**config.mk**
```make
export PLATFORM = sky130hd
export DESIGN_NAME = gpio_mask_port
export DESIGN_NICKNAME = d
export VERILOG_FILES = /design/src/rtl/gpio_port_pkg.sv /design/src/rtl/gpio_reg_decode.sv /design/src/rtl/gpio_dir_ctrl.sv /design/src/rtl/gpio_out_latch.sv /design/src/rtl/gpio_in_sync.sv /design/src/rtl/gpio_mask_port.sv
export SDC_FILE = /design/constraint.sdc
export NUM_CORES = 1
export LEC_CHECK = 0
export BUFFER_PORTS_ARGS = -buffer_cell sky130_fd_sc_hd__buf_2
export CAP_MARGIN = 15
export CORE_MARGIN = 5
export CORE_UTILIZATION = 40
export DETAILED_ROUTE_END_ITERATION = 6
export HOLD_SLACK_MARGIN = 0.05
export PLACE_DENSITY_LB_ADDON = 0.15
export SETUP_SLACK_MARGIN = 0.2
export SKIP_LAST_GASP = 1
export SLEW_MARGIN = 10
export SYNTH_ARGS = -nofsm -noshare
export SYNTH_HDL_FRONTEND = slang
export SYNTH_SLANG_ARGS = --single-unit
```
**constraint.sdc**
```tcl
create_clock -name clk -period 2.7 [get_ports clk]
set_input_delay 0.135 -clock clk [delete_from_list [all_inputs] [get_ports clk]]
set_output_delay 0.135 -clock clk [all_outputs]
set_load 0.05 [all_outputs]
```
**src/rtl/gpio_port_pkg.sv**
```systemverilog
package gpio_port_pkg;

   // Register offsets; software depends on these exact values.
   localparam int unsigned OFS_DIR_SET = 32'h00;
   localparam int unsigned OFS_DIR_CLR = 32'h04;
   localparam int unsigned OFS_OUT_LO  = 32'h08;
   localparam int unsigned OFS_OUT_HI  = 32'h0C;
   localparam int unsigned OFS_IN_LVL  = 32'h10;

   typedef enum logic [2:0] {
      SEL_NONE    = 3'd0,
      SEL_DIR_SET = 3'd1,
      SEL_DIR_CLR = 3'd2,
      SEL_OUT_LO  = 3'd3,
      SEL_OUT_HI  = 3'd4,
      SEL_IN_LVL  = 3'd5
   } reg_sel_e;

endpackage

```
**src/rtl/gpio_reg_decode.sv**
```systemverilog
module gpio_reg_decode
   import gpio_port_pkg::*;
#(
   parameter int ADDR_W = 8,
   parameter int DATA_W = 32
) (
   input  logic [ADDR_W-1:0] addr,
   input  logic [DATA_W-1:0] dir_vec,
   input  logic [DATA_W-1:0] in_vec,
   output reg_sel_e          sel,
   output logic [DATA_W-1:0] rdata
);

   localparam int MIN_ADDR_W = 5;

   generate
      if (ADDR_W < MIN_ADDR_W) begin : g_addr_chk
         $error("gpio_reg_decode: ADDR_W too small for register map");
      end
   endgenerate

   always_comb begin
      unique case (32'(addr))
         OFS_DIR_SET: sel = SEL_DIR_SET;
         OFS_DIR_CLR: sel = SEL_DIR_CLR;
         OFS_OUT_LO:  sel = SEL_OUT_LO;
         OFS_OUT_HI:  sel = SEL_OUT_HI;
         OFS_IN_LVL:  sel = SEL_IN_LVL;
         default:     sel = SEL_NONE;
      endcase
   end

   // Only direction and input level are readable; everything else is zero.
   always_comb begin
      rdata = '0;
      if (sel == SEL_DIR_CLR) rdata = dir_vec;
      if (sel == SEL_IN_LVL)  rdata = in_vec;
   end

   // a select other than the two readable ones returns zero.
   always_comb begin
      if (sel != SEL_DIR_CLR && sel != SEL_IN_LVL)
         a_unread_zero_r9: assert (rdata == '0 || $isunknown(addr));
   end

endmodule

```
**src/rtl/gpio_dir_ctrl.sv**
```systemverilog
module gpio_dir_ctrl #(
   parameter int NUM_PINS = 32
) (
   input  logic                clk,
   input  logic                rst_n,
   input  logic                set_stb,
   input  logic                clr_stb,
   input  logic [NUM_PINS-1:0] bits,
   output logic [NUM_PINS-1:0] dir_q
);

   generate
      if (NUM_PINS < 1) begin : g_pin_chk
         $error("gpio_dir_ctrl: NUM_PINS must be positive");
      end
   endgenerate

   logic [NUM_PINS-1:0] dir_d;

   always_comb begin
      dir_d = dir_q;
      if (set_stb)      dir_d = dir_q | bits;
      else if (clr_stb) dir_d = dir_q & ~bits;
   end

   always_ff @(posedge clk or negedge rst_n) begin
      if (!rst_n) dir_q <= '0;
      else        dir_q <= dir_d;
   end

   // written ones become outputs, others keep their state.
   p_set_ones_r2: assert property (@(posedge clk) disable iff (!rst_n)
      set_stb |=> (((dir_q & $past(bits)) == $past(bits)) &&
                   ((dir_q & ~$past(bits)) == ($past(dir_q) & ~$past(bits)))));

   // written ones become inputs, others keep their state.
   p_clr_ones_r3: assert property (@(posedge clk) disable iff (!rst_n)
      clr_stb |=> (((dir_q & $past(bits)) == '0) &&
                   ((dir_q & ~$past(bits)) == ($past(dir_q) & ~$past(bits)))));

   // no strobe, no change.
   p_dir_idle_r10: assert property (@(posedge clk) disable iff (!rst_n)
      (rst_n && !set_stb && !clr_stb) |=> $stable(dir_q));

   p_one_strobe_r9: assert property (@(posedge clk) disable iff (!rst_n)
      !(set_stb && clr_stb));

endmodule

```
**src/rtl/gpio_out_latch.sv**
```systemverilog
module gpio_out_latch #(
   parameter int NUM_PINS = 32,
   parameter int HALF_W   = 16
) (
   input  logic                clk,
   input  logic                rst_n,
   input  logic                wr_lo,
   input  logic                wr_hi,
   input  logic [2*HALF_W-1:0] wdata,
   output logic [NUM_PINS-1:0] out_q
);

   localparam int N_HALVES = NUM_PINS / HALF_W;

   generate
      if (N_HALVES * HALF_W != NUM_PINS || N_HALVES != 2) begin : g_geom_chk
         $error("gpio_out_latch: NUM_PINS must be exactly two halves of HALF_W");
      end
   endgenerate

   logic [HALF_W-1:0] upd_val;
   logic [HALF_W-1:0] upd_msk;
   logic [1:0]        half_wr;

   assign upd_val = wdata[HALF_W-1:0];
   assign upd_msk = wdata[2*HALF_W-1:HALF_W];
   assign half_wr = {wr_hi, wr_lo};

   for (genvar h = 0; h < 2; h++) begin : g_half
      logic [HALF_W-1:0] lvl_q;

      always_ff @(posedge clk or negedge rst_n) begin
         if (!rst_n) begin
            lvl_q <= '0;
         end else if (half_wr[h]) begin
            lvl_q <= (lvl_q & ~upd_msk) | (upd_val & upd_msk);
         end
      end

      assign out_q[h*HALF_W +: HALF_W] = lvl_q;

      // R4 (half 0) / R5 (half 1): enabled bits take the value, others hold.
      p_mask_take_r4: assert property (@(posedge clk) disable iff (!rst_n)
         half_wr[h] |=>
            (((out_q[h*HALF_W +: HALF_W] ^ $past(upd_val)) & $past(upd_msk)) == '0) &&
            (((out_q[h*HALF_W +: HALF_W] ^ $past(out_q[h*HALF_W +: HALF_W]))
               & ~$past(upd_msk)) == '0));

      // halves hold without their strobe.
      p_half_idle_r10: assert property (@(posedge clk) disable iff (!rst_n)
         (rst_n && !half_wr[h]) |=> $stable(out_q[h*HALF_W +: HALF_W]));
   end

   p_one_half_r5: assert property (@(posedge clk) disable iff (!rst_n)
      !(wr_lo && wr_hi));

endmodule

```
**src/rtl/gpio_in_sync.sv**
```systemverilog
module gpio_in_sync #(
   parameter int NUM_PINS = 32,
   parameter int STAGES   = 2
) (
   input  logic                clk,
   input  logic                rst_n,
   input  logic [NUM_PINS-1:0] pad_in,
   output logic [NUM_PINS-1:0] lvl_sync
);

   generate
      if (STAGES < 2) begin : g_stage_chk
         $error("gpio_in_sync: at least two stages are needed");
      end
   endgenerate

   logic [NUM_PINS-1:0] chain_q [STAGES];

   for (genvar s = 0; s < STAGES; s++) begin : g_stage
      always_ff @(posedge clk or negedge rst_n) begin
         if (!rst_n) chain_q[s] <= '0;
         else if (s == 0) chain_q[s] <= pad_in;
         else chain_q[s] <= chain_q[(s == 0) ? 0 : s-1];
      end

      // each stage delays its predecessor by exactly one edge.
      if (s == 0) begin : g_first
         p_first_stage_r6: assert property (@(posedge clk) disable iff (!rst_n)
            rst_n |=> (chain_q[0] == $past(pad_in)));
      end else begin : g_next
         p_next_stage_r6: assert property (@(posedge clk) disable iff (!rst_n)
            rst_n |=> (chain_q[s] == $past(chain_q[s-1])));
      end
   end

   assign lvl_sync = chain_q[STAGES-1];

endmodule

```
**src/rtl/gpio_mask_port.sv**
```systemverilog
module gpio_mask_port
   import gpio_port_pkg::*;
#(
   parameter int ADDR_W      = 8,
   parameter int DATA_W      = 32,
   parameter int NUM_PINS    = 32,
   parameter int SYNC_STAGES = 2
) (
   input  logic                clk,
   input  logic                rst_n,
   input  logic [ADDR_W-1:0]   bus_addr,
   input  logic [DATA_W-1:0]   bus_wdata,
   input  logic                bus_wr,
   output logic [DATA_W-1:0]   bus_rdata,
   input  logic [NUM_PINS-1:0] pad_in,
   output logic [NUM_PINS-1:0] pad_out,
   output logic [NUM_PINS-1:0] pad_oe
);

   localparam int HALF_W = DATA_W / 2;

   generate
      if (NUM_PINS != DATA_W) begin : g_width_chk
         $error("gpio_mask_port: NUM_PINS must equal DATA_W");
      end
      if ((DATA_W % 2) != 0) begin : g_even_chk
         $error("gpio_mask_port: DATA_W must be even");
      end
   endgenerate

   reg_sel_e            sel;
   logic [NUM_PINS-1:0] dir_q;
   logic [NUM_PINS-1:0] lvl_sync;
   logic                set_stb, clr_stb, lo_stb, hi_stb;

   gpio_reg_decode #(
      .ADDR_W (ADDR_W),
      .DATA_W (DATA_W)
   ) u_decode (
      .addr    (bus_addr),
      .dir_vec (dir_q),
      .in_vec  (lvl_sync),
      .sel     (sel),
      .rdata   (bus_rdata)
   );

   assign set_stb = bus_wr && (sel == SEL_DIR_SET);
   assign clr_stb = bus_wr && (sel == SEL_DIR_CLR);
   assign lo_stb  = bus_wr && (sel == SEL_OUT_LO);
   assign hi_stb  = bus_wr && (sel == SEL_OUT_HI);

   gpio_dir_ctrl #(
      .NUM_PINS (NUM_PINS)
   ) u_dir (
      .clk     (clk),
      .rst_n   (rst_n),
      .set_stb (set_stb),
      .clr_stb (clr_stb),
      .bits    (bus_wdata),
      .dir_q   (dir_q)
   );

   gpio_out_latch #(
      .NUM_PINS (NUM_PINS),
      .HALF_W   (HALF_W)
   ) u_out (
      .clk   (clk),
      .rst_n (rst_n),
      .wr_lo (lo_stb),
      .wr_hi (hi_stb),
      .wdata (bus_wdata),
      .out_q (pad_out)
   );

   gpio_in_sync #(
      .NUM_PINS (NUM_PINS),
      .STAGES   (SYNC_STAGES)
   ) u_sync (
      .clk      (clk),
      .rst_n    (rst_n),
      .pad_in   (pad_in),
      .lvl_sync (lvl_sync)
   );

   assign pad_oe = dir_q;

   // the direction word read back matches the enables on the pads.
   p_dir_readback_r7: assert property (@(posedge clk) disable iff (!rst_n)
      (32'(bus_addr) == OFS_DIR_CLR) |-> (bus_rdata == pad_oe));

   // turning pins on leaves the output levels untouched.
   p_no_glitch_r8: assert property (@(posedge clk) disable iff (!rst_n)
      (set_stb && !lo_stb && !hi_stb) |=> $stable(pad_out));

   // writes to unmapped offsets change nothing.
   p_unmapped_wr_r9: assert property (@(posedge clk) disable iff (!rst_n)
      (rst_n && bus_wr && sel inside {SEL_NONE, SEL_IN_LVL})
         |=> ($stable(pad_oe) && $stable(pad_out)));

endmodule

```
==> reports/summary.txt, run 1 <==
number of port buffers = 170
Cell Area, Synth = 5010 µm²
clock sinks = 128
drt pass-1 iters = 4
most numerous cell on the critical path = buf_2
Netlist cell types = 19
FMAX = 532 MHz
Hold Vio Cnt, Final = 0
DR iter-0 viols = 244
CTS tree = done
largest stage delay on the critical path = 0.35 ns
worst hold-check path type = input pin to flop
core area = 12200 µm²
Post-CTS Resized = 0
Max Cap Violations = 0
layout cells sized above 1 = 0.331
period utilization = 0.696
setup tns final = 0 ns
Area Growth Syn to Fin = 45.1%
antenna viol nets, final = 0
sequential-to-total area share from yosys stat = 0.640
mux share of post-synthesis cell area = 0.136
Final WS setup = 0.821 ns
Synth Area in XOR/XNOR = 0
relative slew slack = 0.517
largest family of logic cells by synthesized area = multiplexers
vias in the first global route = 4193
final setup fails = 0
final WL = 13.7 mm
via count = 3967
fill cell count = 1017
CTS buffer count = 17
Simple-Gate Fraction of Synth Area = 0.120
required time worst endpoint = 2.57 ns
cell row count = 40
Critical Path AT = 1.74 ns
Pwr Total = 4.90 mW
grt ovf = 0
pre-CTS setup slack = 0.853 ns
full die area = 14900 µm²
CP Capture Type = primary output
# DRC = 0
r2r setup slk = 1.37 ns
Compound-Gate Fraction of Synth Area = 0.0480
Worst-path clk slew = 0.05 ns
Top Ports = 171
CTS root buffer = clkbuf_16
Register-to-Register Path Depth = 2
dpl hpwl = 8.93 mm
Mapped Cells = 390
WHS Path Cells = 3
Pwr per Cell Area = 674 nW/µm²
worst-margin pin slew = 0.724 ns
initial core utilization = 0.412
startpoint type of the worst setup path = input pin
VDD IR-drop max = 466 µV
first-pass GRT wire length = 21.9 mm
Nets = 698
crit-path cells = buf_2, nor4_4, nand2_1, buf_4, nor2_1, buf_2
H-tree Lvls = 4
die height = 122 µm
fin crit period = 1.88 ns
die width = 122 µm
run status = finished clean
antenna violations before repair = 3
max-slew violations = 0
hold_ws = 0.0581 ns
Pleak = 3.82 nW
CTS max path bufs = 2
critical path class = input pin to primary output
worst hold start = bus_wdata[25]
routed len/inst = 17.1 µm
total track usage = 0.192
Worst path slowest cell = nor4_4
Synth Area in Adders = 0
routed vias/inst = 4.93
final RePlAce weighted congestion = 0.756
syn avg cell area = 12.8 µm²
critical-path maximum fanout = 22
largest net degree at the start of global routing = 65
post-synthesis register bit count = 128
RSZ-0062 raised after global routing = false
clock skew = 0.00367 ns
Clk Latency, worst-skew pair = 0.41 ns
syn_nets = 465
Syn. warnings = 0
[logic make-up after synthesis]
group,Yosys count
buf+inv,63
mux,64
compound gates,32
flops,128
simple gates,103
[metrics by stage]
step | std cells | utilization | cell area (µm²)
floorplan | 390 | - | 5010
finish | 804 | 0.598 | 7270
CTS | 803 | 0.597 | 7270
global route | 804 | 0.598 | 7270
detailed placement | 707 | 0.494 | 6010
global placement | 707 | 0.494 | 6010
[where the power goes]
part	internal, mW	switching, mW
clock	1.59	0.770
combinational	0.180	0.318
sequential	2.01	0.0395
[metal layers]
layer  vias to the layer above  routed length [µm]  global-route usage
met5                         -                  14                   0
met4                         4                 280              0.0700
met3                        26                 883              0.0673
met2                       135                6660               0.303
met1                      1972                5880               0.247
li1                       1830                   -                   -
[cell usage in the layout (no fill, tap or decap)]
cell type / netlist / final
nand4_1: 16 / 16
mux2_1: 32 / 32
dfrtp_1: 128 / 128
nand3_1: 32 / 32
clkbuf_8: 0 / 2
mux2i_1: 32 / 32
nor2_1: 33 / 33
a22oi_1: 32 / 32
nand4b_1: 16 / 16
clkbuf_16: 0 / 17
nor4_4: 1 / 1
clkbuf_1: 11 / 6
nor4b_4: 1 / 2
nand2_1: 1 / 1
dlygate4sd3_1: 0 / 65
buf_4: 3 / 10
nor2b_2: 0 / 2
buf_12: 0 / 1
inv_1: 32 / 32
buf_2: 11 / 169
diode_2: 0 / 1
bufinv_16: 0 / 4
clkinv_2: 0 / 2
[synth_stat cells]
cell | instances | share of area
nand4b_1 | 16 | 0.028
buf_4 | 3 | 0.0045
nand4_1 | 16 | 0.020
buf_6 | 3 | 0.0067
mux2_1 | 32 | 0.072
nor2_1 | 33 | 0.025
mux2i_1 | 32 | 0.064
buf_2 | 11 | 0.011
clkbuf_1 | 11 | 0.0082
nor4b_2 | 1 | 0.0030
nand2_1 | 1 | 0.00075
buf_1 | 3 | 0.0022
nor4b_4 | 1 | 0.0047
nor2b_1 | 2 | 0.0025
dfrtp_1 | 128 | 0.64
inv_1 | 32 | 0.024
a22oi_1 | 32 | 0.048
nor4_4 | 1 | 0.0042
nand3_1 | 32 | 0.032
[worst max-delay path by stage]
stage | startpoint | end | slack (ns) | cells after the start
after floorplan | bus_addr[1] | bus_rdata[10] | 1.05 | 4
after global placement | bus_addr[1] | bus_rdata[15] | 0.92 | 6
after detailed placement | bus_addr[1] | bus_rdata[14] | 0.85 | 6
after CTS | bus_addr[1] | bus_rdata[14] | 0.84 | 6
after global routing | bus_addr[1] | bus_rdata[14] | 0.72 | 6
final | bus_addr[1] | bus_rdata[14] | 0.82 | 6
[final cells by class]
cell class	count	area (µm²)	area share
repair buffers	245	1590	0.219
diodes	1	2.50	0.000344
well taps	168	210	0.0289
inverters	32	120	0.0165
clock inverters	6	130	0.0179
multi-input cells	199	1540	0.211
clock buffers	25	475	0.0654
flip-flops and latches	128	3200	0.441
[worst max-delay path: cells and delay by family]
kind	cells	cell delay, ns
and+or+nand+nor	3	0.84
buffers and inverters	3	0.76
[repair_timing]
item | CTS | global route
endpoints found under the hold margin | 149 | 0
buffers inserted | 0 | 0
setup endpoints to repair | 0 | 0
hold buffers | 65 | 0
Power figures use the tool's default switching activity.
==> run 2, diff against run 1 <==
- clock period: 2.7 -> 1.9 ns (I/O delays scaled with it)
==> run 2 against run 1 <==
  * Sequential cell count unchanged
  * Die area unchanged
  * Register-to-register slack got worse by 0.86 ns
  * Largest cell class unchanged
==> reports/summary.txt, run 2 (synthesis gave the netlist of run 1 again) <==
final WL = 13.6 mm (-0.97%)
Finished Cell Area = 7410 µm² (+2.0%)
FMAX = 622 MHz
cell row count = 40 (unchanged)
core area = 12200 µm² (unchanged)
relative slew slack = 0.602 (+0.0852)
Hold Vio Cnt, Final = 0 (unchanged)
VDD IR-drop max = 614 µV (+32%)
antenna viol nets, final = 0 (unchanged)
CTS max path bufs = 2 (unchanged)
hold_ws = 0.101 ns (+0.0428 ns)
die height = 122 µm (unchanged)
via count = 4003 (+0.91%)
final RePlAce weighted congestion = 0.790 (+4.5%)
worst-margin pin slew = 0.597 ns (-0.128 ns)
pre-CTS setup slack = 0.417 ns (-0.436 ns)
die width = 122 µm (unchanged)
clock skew = 0.00371 ns (+0.0000385 ns)
RSZ-0062 raised after global routing = false
Final Core Density = 0.610 (+0.0120)
fin crit period = 1.61 ns
startpoint type of the worst setup path = input pin
Top Ports = 171 (unchanged)
vias in the first global route = 4365 (+4.1%)
period utilization = 0.846
full die area = 14900 µm² (unchanged)
first-pass GRT wire length = 22.1 mm (+0.91%)
Pwr per Cell Area = 898 nW/µm² (+33%)
total track usage = 0.192 (about the same)
H-tree Lvls = 4 (unchanged)
Area Growth Syn to Fin = 48.0%
drt pass-1 iters = 5 (+1)
CP Capture Type = flop
largest stage delay on the critical path = 0.56 ns (+0.21 ns)
Worst path slowest cell = dlygate4sd3_1
most frequent cells in the layout = buf_2, dfrtp_1, dlygate4sd3_1
placed cell count = 711 (+0.57%)
run status = finished clean
DR iter-0 viols = 267 (+9.4%)
max-slew violations = 0 (unchanged)
Clk Latency, worst-skew pair = 0.41 ns (about the same)
grt ovf = 0 (unchanged)
routed len/inst = 16.6 µm (-2.4%)
layout cells sized above 1 = 0.333 (+0.00262)
dpl hpwl = 9.13 mm (+2.2%)
fill cell count = 1014 (-0.29%)
worst hold-check path type = input pin to flop
r2r setup slk = 0.51 ns (-0.86 ns)
CTS root buffer = clkbuf_16
dpl cell area = 6110 µm² (+1.7%)
final setup fails = 0 (unchanged)
initial core utilization = 0.412 (unchanged)
n_diodes = 0 (-1)
non-filler cells, final = 816 (+1.5%)
# DRC = 0 (unchanged)
setup tns final = 0 ns (unchanged)
Worst-path clk slew = 0.05 ns (about the same)
antenna violations before repair = 1 (-2)
CTS tree = done
CTS buffer count = 17 (unchanged)
Max Cap Violations = 0 (unchanged)
Final WS setup = 0.293 ns (-0.528 ns)
routed vias/inst = 4.91 (-0.58%)
largest net degree at the start of global routing = 53 (-18%)
critical path class = input pin to flop
commonest non-fill, non-tap cell in the layout = buf_2
Post-CTS Resized = 0 (unchanged)
Nets = 712 (+2.0%)
clock sinks = 128 (unchanged)
critical-path maximum fanout = 34 (+55%)
crit-path cells = buf_2, nor4b_4, buf_12, nand4_1, mux2_1, dlygate4sd3_1
Pwr Total = 6.66 mW (+36%)
required time worst endpoint = 2.19 ns (-0.38 ns)
Pleak = 3.91 nW (+2.2%)
Critical Path AT = 1.90 ns (+0.16 ns)
number of port buffers = 170 (unchanged)
==> run 2: cell count changes in the layout (fill, tap and decap cells not counted) <==
cell,delta
clkinvlp_4,+1
buf_4,-2
buf_12,+6
clkbuf_8,+2
bufinv_16,-3
dlygate4sd3_1,+10
diode_2,-1
clkbuf_1,-3
clkinv_2,+2
==> run 2: worst max-delay path: cells and delay by family <==
kind                   cells  cell delay (ns)
buffers and inverters      3             0.92
multiplexers               1             0.33
AND/OR/NAND/NOR            2             0.54
==> run 2: final cells by class <==
class	instances	area, µm²	area share
inverters	32	120	0.0162
multi-input cells	199	1540	0.207
flip-flops and latches	128	3200	0.432
well taps	168	210	0.0283
clock inverters	6	57.6	0.00776
clock buffers	24	492	0.0663
repair buffers	259	1800	0.242
==> run 2: routing by layer <==
layer  routed length (µm)  vias up  track usage
li1                     -     1855            -
met1                 5660     1984        0.240
met2                 6730      138        0.312
met3                  962       24       0.0673
met4                  228        2       0.0665
met5                   13        -            0
==> run 2: repair_timing <==
| item | CTS | global route |
|---|---|---|
| hold endpoints to repair | 136 | 0 |
| hold buffers | 75 | 0 |
| buffers inserted | 0 | 0 |
==> run 2: worst paths after layout <==
check | from | end | cells after the start
hold / removal | bus_addr[2] | flop | 2
setup / recovery | bus_addr[4] | flop | 6
setup reg to reg | flop | flop | 2
min in group asynchronous | rst_n | u_sync.chain_q[50]$_DFF_PN0_ | 2
max in group asynchronous | rst_n | asynchronous set/reset pin | 3
hold reg to reg | u_sync.chain_q[59]$_DFF_PN0_ | u_sync.lvl_sync[27]$_DFF_PN0_ | 0
==> run 2: power by group <==
group | internal [mW] | total (mW) | switching, mW | leakage (nW)
registers | 2.85 | 2.91 | 0.0580 | 1.48
logic | 0.282 | 0.736 | 0.454 | 2.16
clock network | 1.91 | 3.01 | 1.10 | 0.272
total | 5.04 | 6.66 | 1.62 | 3.91
==> run 3, diff against run 2 <==
- clock period: 1.9 -> 1.4 ns (I/O delays scaled with it)
==> run 3 against run 2 <==
  * Setup slack got worse by 0.23 ns
  * Via count rose by 5.6%
  * Critical path depth fell by 3
  * Worst hold slack improved by 0.040 ns
  * Global-route usage rose by 2.5 points
  * Sequential share of layout area fell by 6.5 points
  * Die area did not move
  * Design area rose by 18%
  * Largest power group unchanged
==> reports/summary.txt, run 3 (synthesis gave the netlist of run 1 again) <==
final RePlAce weighted congestion = 0.794 (+0.57%)
core area = 12200 µm² (unchanged)
clock skew = 0.00136 ns (-0.00235 ns)
die height = 122 µm (unchanged)
clock sinks = 128 (unchanged)
Area Growth Syn to Fin = 74.3%
fin crit period = 1.34 ns
antenna viol nets, final = 0 (unchanged)
total track usage = 0.218 (+0.0252)
Top Ports = 171 (unchanged)
cell row count = 40 (unchanged)
Pleak = 4.31 nW (+10%)
non-filler cells, final = 855 (+4.8%)
Hold Vio Cnt, Final = 0 (unchanged)
Pwr Total = 9.58 mW (+44%)
CTS max path bufs = 2 (unchanged)
Int Pwr = 7.26 mW (+44%)
placed cell count = 724 (+1.8%)
routed len/inst = 18.2 µm (+9.4%)
n_diodes = 0 (unchanged)
final setup fails = 0 (unchanged)
Clk Latency, worst-skew pair = 0.42 ns (about the same)
r2r setup slk = 0.42 ns (-0.09 ns)
RSZ-0062 raised after global routing = true
H-tree Lvls = 4 (unchanged)
relative slew slack = 0.711 (+0.109)
number of port buffers = 170 (unchanged)
grt ovf = 0 (unchanged)
dpl hpwl = 9.64 mm (+5.5%)
Nets = 750 (+5.3%)
worst hold-check path type = input pin to asynchronous set/reset pin
initial core utilization = 0.412 (unchanged)
critical path class = flop to primary output
Pwr per Cell Area = 1100 nW/µm² (+22%)
vias in the first global route = 4682 (+7.3%)
max-slew violations = 0 (unchanged)
largest net degree at the start of global routing = 52 (-1.9%)
switch share = 0.242 (about the same)
VDD IR-drop max = 1040 µV (+69%)
via count = 4228 (+5.6%)
routed vias/inst = 4.95 (+0.80%)
startpoint type of the worst setup path = flop
CTS root buffer = clkbuf_16
FMAX = 749 MHz
# DRC = 0 (unchanged)
Max Cap Violations = 0 (unchanged)
CP Capture Type = primary output
largest stage delay on the critical path = 0.43 ns (-0.13 ns)
run status = finished clean
first-pass GRT wire length = 24.6 mm (+12%)
worst-margin pin slew = 0.433 ns (-0.163 ns)
final WL = 15.6 mm (+15%)
NetSw = 2.32 mW (+44%)
required time worst endpoint = 1.33 ns (-0.86 ns)
critical-path maximum fanout = 3 (-91%)
layout cells sized above 1 = 0.477 (+0.144)
crit-path cells = a22oi_2, nor2_4, buf_8
most frequent cells in the layout = dfrtp_1, buf_2, dlygate4sd3_1
antenna violations before repair = 1 (unchanged)
clock power share = 0.450 (-0.003)
CTS buffer count = 17 (unchanged)
Critical Path AT = 1.27 ns (-0.63 ns)
Register-to-Register Path Depth = 4 (+2)
die width = 122 µm (unchanged)
period utilization = 0.954
Worst-path clk slew = 0.05 ns (about the same)
full die area = 14900 µm² (unchanged)
commonest non-fill, non-tap cell in the layout = dfrtp_1
drt pass-1 iters = 4 (-1)
Worst path slowest cell = dfrtp_1
CTS tree = done
DR iter-0 viols = 296 (+11%)
combinational power share = 0.136 (+0.025)
Reg power frac = 0.413 (-0.024)
[run 3: final cells by class]
cell class,count,area (µm²)
clock buffers,24,462
inverters,32,120
repair buffers,297,2670
multi-input cells,199,1960
well taps,168,210
fillers,816,3430
flip-flops and latches,128,3200
clock inverters,7,110
[run 3: critical path: cells and delay by family, from the launching register on]
family | cells | cell delay [ns]
AOI/OAI and AO/OA | 1 | 0.21
and+or+nand+nor | 1 | 0.05
buffers and inverters | 1 | 0.15
DFF | 1 | 0.43
[run 3: metrics by stage]
stage	hold slack [ns]	setup slack [ns]	instance area (µm²)	TNS, ns	util
floorplan	-0.226	0.207	5280	0	-
global placement	0.0383	0.0297	6480	0	0.533
detailed placement	0.0421	-0.00256	6480	-0.00256	0.533
CTS	0.136	0.0924	8400	0	0.691
global route	0.171	0.0270	8730	0	0.718
finish	0.141	0.0645	8730	0	0.718
[run 3: power by group through the flow]
stage / logic, mW / clock network [mW] / registers, mW
global route: 1.39 / 4.58 / 3.98
floorplan: 0.271 / 0 / 4.23
CTS: 1.21 / 4.40 / 3.95
global placement: 0.917 / 0 / 4.00
detailed placement: 0.930 / 0 / 4.01
finish: 1.30 / 4.31 / 3.96
[run 3: layer usage]
| metal | part of all wire | global-route usage | wire [µm] | vias to the layer above |
|---|---|---|---|---|
| met5 | 0.00083 | 0 | 13 | - |
| met4 | 0.016 | 0.0756 | 257 | 2 |
| met1 | 0.39 | 0.257 | 6010 | 2126 |
| li1 | - | - | - | 1942 |
| met3 | 0.060 | 0.0724 | 937 | 25 |
| met2 | 0.54 | 0.373 | 8350 | 133 |
[run 3: worst max-delay path by stage]
stage	slack (ns)	depth (start not counted)	start	end
2_1_floorplan	0.21	4	bus_addr[1]	bus_rdata[10]
3_3_place_gp	0.03	5	bus_addr[4]	flop
3_5_place_dp	-0.003	5	bus_addr[4]	flop
4_1_cts	0.09	3	u_sync.lvl_sync[18]$_DFF_PN0_	bus_rdata[18]
5_1_grt	0.03	3	flop	bus_rdata[20]
6_report	0.06	3	flop	bus_rdata[20]
[run 3: timing repair]
action                     in CTS  in global routing
gates cloned                    1                  0
setup buffers                  31                  3
resized for setup             118                112
pin swaps                      63                  4
setup endpoints to repair      32                 61
hold endpoints to repair      224                  0
hold buffers                   65                  0
